===== src/rtl/qint_pkg.sv =====
package qint_pkg;

    localparam int unsigned EP_SLOTS  = 16;
    localparam int unsigned REG_W     = 2 * EP_SLOTS;
    localparam int unsigned ADDR_W    = 8;
    localparam int unsigned NUM_BANKS = 4;
    localparam int unsigned EXC_W     = 5;

    localparam int BK_DONE  = 0;
    localparam int BK_RXERR = 1;
    localparam int BK_RXZLP = 2;
    localparam int BK_TXERR = 3;

    localparam logic [ADDR_W-1:0] OFF_SUM    = 8'h08;
    localparam logic [ADDR_W-1:0] OFF_EXC_EN = 8'h0C;

    // Summary word, bit 0 is rx checksum
    typedef struct packed {
        logic tx_len;
        logic tx_cs;
        logic rx_zlp;
        logic rx_len;
        logic rx_cs;
    } exc_sum_t;

    function automatic logic [ADDR_W-1:0] stat_off(input int bank);
        case (bank)
            BK_DONE:  return 8'h00;
            BK_RXERR: return 8'h10;
            BK_RXZLP: return 8'h14;
            default:  return 8'h18;
        endcase
    endfunction

    function automatic logic [ADDR_W-1:0] en_off(input int bank);
        case (bank)
            BK_DONE:  return 8'h04;
            BK_RXERR: return 8'h1C;
            BK_RXZLP: return 8'h20;
            default:  return 8'h24;
        endcase
    endfunction

    // Implemented bits: endpoint slot 0 reserved in each half
    function automatic logic [REG_W-1:0] keep_mask(input int bank);
        logic [EP_SLOTS-1:0] half;
        half = {{(EP_SLOTS-1){1'b1}}, 1'b0};
        if (bank == BK_RXZLP)
            return {{EP_SLOTS{1'b0}}, half};
        return {half, half};
    endfunction

endpackage


===== src/rtl/qint_w1c_bank.sv =====
module qint_w1c_bank #(
    parameter int unsigned W = 32,
    parameter logic [W-1:0] KEEP = '1
) (
    input  logic         clk,
    input  logic         rst,
    input  logic [W-1:0] set_i,
    input  logic [W-1:0] clr_i,
    output logic [W-1:0] stat_o
);
    // set has priority over clear of the same bit
    always_ff @(posedge clk) begin
        if (rst)
            stat_o <= '0;
        else
            stat_o <= ((stat_o & ~clr_i) | set_i) & KEEP;
    end
endmodule


===== src/rtl/qint_mask_reg.sv =====
module qint_mask_reg #(
    parameter int unsigned W = 32,
    parameter logic [W-1:0] KEEP = '1
) (
    input  logic         clk,
    input  logic         rst,
    input  logic         we,
    input  logic [W-1:0] wdata,
    output logic [W-1:0] q
);
    always_ff @(posedge clk) begin
        if (rst)
            q <= '0;
        else if (we)
            q <= wdata & KEEP;
    end
endmodule


===== src/rtl/qint_exc_summary.sv =====
module qint_exc_summary
    import qint_pkg::*;
(
    input  logic [REG_W-1:0]    rx_err,
    input  logic [EP_SLOTS-1:0] rx_zlp,
    input  logic [REG_W-1:0]    tx_err,
    output exc_sum_t            sum
);
    always_comb begin
        sum.rx_cs  = |rx_err[EP_SLOTS-1:0];
        sum.rx_len = |rx_err[REG_W-1:EP_SLOTS];
        sum.rx_zlp = |rx_zlp;
        sum.tx_cs  = |tx_err[EP_SLOTS-1:0];
        sum.tx_len = |tx_err[REG_W-1:EP_SLOTS];
    end
endmodule


===== src/rtl/qint_aggr.sv =====
module qint_aggr
    import qint_pkg::*;
#(
    parameter int unsigned AW = qint_pkg::ADDR_W
) (
    input  logic                clk,
    input  logic                rst,
    input  logic [AW-1:0]       bus_addr,
    input  logic                bus_we,
    input  logic [REG_W-1:0]    bus_wdata,
    output logic [REG_W-1:0]    bus_rdata,
    input  logic [EP_SLOTS-1:0] tx_done_evt,
    input  logic [EP_SLOTS-1:0] rx_done_evt,
    input  logic [EP_SLOTS-1:0] rx_cs_evt,
    input  logic [EP_SLOTS-1:0] rx_len_evt,
    input  logic [EP_SLOTS-1:0] rx_zlp_evt,
    input  logic [EP_SLOTS-1:0] tx_cs_evt,
    input  logic [EP_SLOTS-1:0] tx_len_evt,
    output logic                irq
);
    logic [REG_W-1:0] stat_q [NUM_BANKS];
    logic [REG_W-1:0] en_q   [NUM_BANKS];
    logic [REG_W-1:0] raw_v  [NUM_BANKS];
    logic [REG_W-1:0] set_v  [NUM_BANKS];
    logic [REG_W-1:0] clr_v  [NUM_BANKS];
    logic [EXC_W-1:0] exc_en_q;
    exc_sum_t         sum;

    assign raw_v[BK_DONE]  = {rx_done_evt, tx_done_evt};
    assign raw_v[BK_RXERR] = {rx_len_evt, rx_cs_evt};
    assign raw_v[BK_RXZLP] = {{EP_SLOTS{1'b0}}, rx_zlp_evt};
    assign raw_v[BK_TXERR] = {tx_len_evt, tx_cs_evt};

    for (genvar b = 0; b < NUM_BANKS; b++) begin : g_bank
        localparam logic [REG_W-1:0] KEEP_B = keep_mask(b);
        logic en_wr;

        assign en_wr = bus_we && (bus_addr == AW'(en_off(b)));
        // done events latch unconditionally; error events are gated
        assign set_v[b] = (b == BK_DONE) ? raw_v[b] : (raw_v[b] & en_q[b]);
        assign clr_v[b] = (bus_we && (bus_addr == AW'(stat_off(b)))) ? bus_wdata : '0;

        qint_w1c_bank #(.W(REG_W), .KEEP(KEEP_B)) i_stat (
            .clk    (clk),
            .rst    (rst),
            .set_i  (set_v[b]),
            .clr_i  (clr_v[b]),
            .stat_o (stat_q[b])
        );

        qint_mask_reg #(.W(REG_W), .KEEP(KEEP_B)) i_en (
            .clk   (clk),
            .rst   (rst),
            .we    (en_wr),
            .wdata (bus_wdata),
            .q     (en_q[b])
        );
    end

    qint_mask_reg #(.W(EXC_W), .KEEP('1)) i_exc_en (
        .clk   (clk),
        .rst   (rst),
        .we    (bus_we && (bus_addr == AW'(OFF_EXC_EN))),
        .wdata (bus_wdata[EXC_W-1:0]),
        .q     (exc_en_q)
    );

    qint_exc_summary i_sum (
        .rx_err (stat_q[BK_RXERR]),
        .rx_zlp (stat_q[BK_RXZLP][EP_SLOTS-1:0]),
        .tx_err (stat_q[BK_TXERR]),
        .sum    (sum)
    );

    always_comb begin
        bus_rdata = '0;
        for (int b = 0; b < NUM_BANKS; b++) begin
            if (bus_addr == AW'(stat_off(b))) bus_rdata = stat_q[b];
            if (bus_addr == AW'(en_off(b)))   bus_rdata = en_q[b];
        end
        if (bus_addr == AW'(OFF_SUM))    bus_rdata = REG_W'(sum);
        if (bus_addr == AW'(OFF_EXC_EN)) bus_rdata = REG_W'(exc_en_q);
    end

    assign irq = (|(stat_q[BK_DONE] & en_q[BK_DONE])) || (|(sum & exc_en_q));

endmodule


===== config.mk =====
export PLATFORM = sky130hd
export DESIGN_NAME = qint_aggr
export DESIGN_NICKNAME = d
export VERILOG_FILES = /design/src/rtl/qint_pkg.sv /design/src/rtl/qint_w1c_bank.sv /design/src/rtl/qint_mask_reg.sv /design/src/rtl/qint_exc_summary.sv /design/src/rtl/qint_aggr.sv
export SDC_FILE = /design/constraint.sdc
export NUM_CORES = 1
export LEC_CHECK = 0
export ABC_AREA = 1
export BUFFER_PORTS_ARGS = -buffer_cell sky130_fd_sc_hd__clkbuf_2
export CORE_MARGIN = 5
export CORE_UTILIZATION = 55
export CTS_CLUSTER_SIZE = 12
export DETAILED_ROUTE_END_ITERATION = 8
export GPL_TIMING_DRIVEN = 1
export PLACE_DENSITY_LB_ADDON = 0.1
export SKIP_CTS_REPAIR_TIMING = 1
export SLEW_MARGIN = 20
export SYNTH_ARGS = -nofsm -noshare
export SYNTH_HDL_FRONTEND = slang
export SYNTH_HIERARCHICAL = 1
export SYNTH_SLANG_ARGS = --single-unit
export TNS_END_PERCENT = 100

===== constraint.sdc =====
create_clock -name clk -period 2.1 [get_ports clk]
set_input_delay 0.315 -clock clk [delete_from_list [all_inputs] [get_ports clk]]
set_output_delay 0.315 -clock clk [all_outputs]
set_load 0.005 [all_outputs]

# Word-level counts from Yosys, hierarchy flattened

Cells that the tools add are included.
W data, S select, Z words.

Output and inout bits: 33
Memory bits (read-only): 0
Register bits: 221
Logic and storage cells: 70
Memories: 0
Latch bits: 0
Memory bits (writable): 0

Bitwise operators: 17
Magnitude comparators: 0
$add $sub $neg: 0
$mul: 0
Equality and inequality tests: 9
Multiplexer cells: 14
Div/mod/pow operators: 0
Reduce and logical (&&, ||, !) cells: 18
Shift operators: 0

Operator list:

| kind                 | number |
|---|---|
| $mux W32             | 13 |
| $and A32 B32 Y32     | 6 |
| $not A32 Y32         | 3 |
| $or A32 B32 Y32      | 3 |
| $reduce_or A16 Y1    | 5 |
| $and A16 B16 Y16     | 2 |
| $eq A8 B5 Y1 const B | 4 |
| $reduce_or A32 Y1    | 1 |
| $eq A8 B4 Y1 const B | 2 |
| $eq A8 B6 Y1 const B | 2 |
| $mux W16             | 1 |
| $not A16 Y16         | 1 |
| $or A16 B16 Y16      | 1 |
| $logic_and A1 B1 Y1  | 9 |
| $eq A8 B3 Y1 const B | 1 |
| $logic_not A8 Y1     | 1 |
| $and A5 B5 Y5        | 1 |
| $reduce_or A5 Y1     | 1 |
| $logic_or A1 B1 Y1   | 1 |

# Longest topological paths before layout

Word-level depth: 11
Mapped depth: 12

# Hierarchy

The synthesis kept the hierarchy.

Modules (own cells, without submodules):

| module                                | cells an instance | area an instance (um^2) | instances | seq. area each (um^2) |
|---|---|---|---|---|
| qint_mask_reg at g_bank[0].i_en ...   | 194               | 1327.5                  | 3         | 600.6 |
| qint_aggr                             | 930               | 3873.7                  | 1         | 0.0 |
| qint_w1c_bank at g_bank[0].i_stat ... | 156               | 1141.1                  | 3         | 600.6 |
| qint_mask_reg at g_bank[2].i_en       | 113               | 765.7                   | 1         | 300.3 |
| qint_w1c_bank at g_bank[2].i_stat     | 94                | 686.9                   | 1         | 300.3 |
| qint_exc_summary                      | 75                | 281.5                   | 1         | 0.0 |
| qint_mask_reg at i_exc_en             | 32                | 209.0                   | 1         | 100.1 |

# Worst setup path after synthesis

Ideal clock, no wire load.

Kind: input port to flip-flop
From: input bus_addr[3]
To: register g_bank[3].i_en.q[29]
Setup slack: 0.365 ns
Path buffers: 4
Cell stages on the path: 12
Data required time: 1.986 ns
Arrival: 1.621 ns
Path through: inv_1 > nand2_1 > nor2_1 > nand2_1 > buf_2 > buf_2 > nor2_1 > buf_6 > buf_8 > nand2_1 > nand2_1 > nor2_2

Longest elaborated chain between the ends: 2

Ends and longest elaborated chain:

| item                   | RTL line            | RTL |
|---|---|---|
| start: declaration     | qint_aggr.sv:8      | `input logic [AW-1:0] bus_addr,` |
| $eq A8 B6 Y1           | qint_aggr.sv:38     | `assign en_wr = bus_we && (bus_addr == AW'(en_off(b)));` |
| $logic_and A1 B1 Y1    | qint_aggr.sv:38     |  |
| net g_bank[3].en_wr    | qint_aggr.sv:36     | `logic en_wr;` |
| end signal: assignment | qint_mask_reg.sv:15 | `q <= wdata & KEEP;` |
| end: declaration       | qint_mask_reg.sv:9  | `output logic [W-1:0] q` |

The timed path passes the listed nets, and every way through them passes these cells.
A chain may end at the register's enable or synchronous reset.

==> out/results.ini <==
[pwr]
comb_power_share_pct = 7.0
p_int_w = 0.00699
leakagePower_nw = 8.44
p_switching_w = 0.00221
power.total_w = 0.00920
peakVddDrop_mv = 0.462
pwr-share-seq_pct = 45.3
p_per_area_nw_per_um2 = 584
swShare_pct = 24.0
p_clk_share_pct = 47.6

[global_routing]
first_global_vias = 11900
grt_usage_pct = 28.3
grt_pass1_wl_um = 60800
grt_max_degree = 61
grt_antenna_before_repair = 1
grt_overflow = 0

[route]
avgRoutedWirePerCell_um = 14.9
ant_nets = 0
firstDrtPassIters = 5
viasPerCell = 4.79
drt_iter0_markers = 1174
drc = 0
num_vias = 13300
routed_wl_um = 41600

[floorplanning]
rows = 56
dieArea_um2 = 27000
start_util_pct = 55.7
fp.dieW_um = 164
core_region_area_um2 = 23500
boundaryPins = 188
die_y_um = 164

[clocking]
clock-root-buffer = clkbuf_16
clock_path_buffers = 3
clk_pin_slew_ps = 60
cts.sinks = 215
clk_latency_ps = 530
numCtsBuffers = 25
cts_tree = done
htree_num_levels = 1

[sta]
setup_violations = 8
skew_ps = 10.8
clock.fmax_ghz = 0.390
timing.setup.tns_ps = -577
period_minus_slack_ps = 2560
relSlewSlack_pct = 54.2
grt_setup_unrepaired = true
drv_slew = 0
hold_viol = 0
worst_pin_slew_ps = 686
fin_hold_ws_ps = 4.05
fin_ws_ps = -464
period_share_pct = 122

[layout]
drive_above_1_share_pct = 17.9
nNetsFinal = 2603
fin_cells = 2784
area_growth_pct = 20.5
layout_common_cells = nand2_1, inv_1, nor2_1, dfxtp_1, clkbuf_2
layout_commonest_cell = nand2_1

[setup_path]
critPathKind = flip-flop to primary output
reg2reg_from = g_bank[1].i_en/q[5]$_SDFFE_PP0P_
end_kind = primary output
path_max_fanout = 3
worstPathRequired_ps = 1780
startpoint_type = flip-flop
rr_worst_depth = 4
critPathArrivalTime_ps = 2250
reg2reg_to = g_bank[1].i_stat/stat_o[5]$_SDFF_PP0_
reg2reg_slack_ps = 1320

[placed_design]
hpwl_um = 27500
place_inst = 2719
place_ws_ps = -0.258
place.gp.congestion = 0.922
io_buffers = 179

[flow_run]
max-cap-violations = 0

[synthesis]
avgSynthCellArea_um2 = 5.80
yosysWarnings = 6
synthCells = 2257
synth_area_um2 = 13100

[hold_path]
hold_class = input port to flip-flop
min_from = rx_done_evt[8]
holdPathStages = 3
min_to = g_bank[0].i_stat/stat_o[24]$_SDFF_PP0_

[run_status]
violations = setup timing
outcome = complete, but fails checks

how the worst max path moves through the flow:
stage	start	endpoint	slack, ps	cells after the start
after floorplan	bus_addr[3]	g_bank[3].i_en/q[29]$_SDFFE_PP0P_	360	12
after global placement	bus_addr[1]	bus_rdata[18]	20	12
after detailed placement	bus_addr[1]	bus_rdata[18]	-0.3	12
after CTS	g_bank[1].i_stat/stat_o[20]$_SDFF_PP0_	irq	-550	8
after global routing	g_bank[1].i_stat/stat_o[17]$_SDFF_PP0_	irq	-490	8
final	g_bank[1].i_stat/stat_o[20]$_SDFF_PP0_	irq	-460	8
flip-flops by register name, summed over array words and instances (netlist names):
signal                flops
i_exc_en/q                5
g_bank.i_stat/stat_o    105
g_bank.i_en/q           105
power by group through the flow:
| stage | clock, W | combinational (W) | sequential (W) |
|---|---|---|---|
| CTS | 0.00444 | 0.000599 | 0.00417 |
| floorplan | 0 | 0.000368 | 0.00424 |
| detailed placement | 0 | 0.000594 | 0.00426 |
| global placement | 0 | 0.000586 | 0.00426 |
| global route | 0.00460 | 0.000715 | 0.00417 |
| finish | 0.00438 | 0.000648 | 0.00417 |
worst max-delay path, cell delays in order (launching register included):
cell	delay, ps
dfxtp_1	330
nor2_1	120
nand2_1	100
nor2_2	160
nand2_2	110
a22o_1	230
nor4_2	300
nand4_1	200
clkbuf_2	160
layer usage:
layer	GRT usage [%]	wire, µm
met5	0	0
met4	8.35	1570
met3	2.71	3150
met2	47.6	19300
met1	38.6	17500
stage by stage:
step / util (%) / instance area [µm²]
after floorplan: - / 13200
after global placement: 60.1 / 14100
after detailed placement: 60.1 / 14100
after CTS: 63.6 / 14900
after global routing: 67.2 / 15800
final: 67.2 / 15800
area by class of cell:
type	instances	area, µm²
antenna	1	2.50
clock buffer	37	731
tap	319	399
multi-input combinational	1435	6370
clock inverter	6	80.1
inverter	517	1950
sequential	215	4310
timing repair buffer	254	1930
fill	2207	7700
No activity file was read; power rests on OpenSTA's default activity.
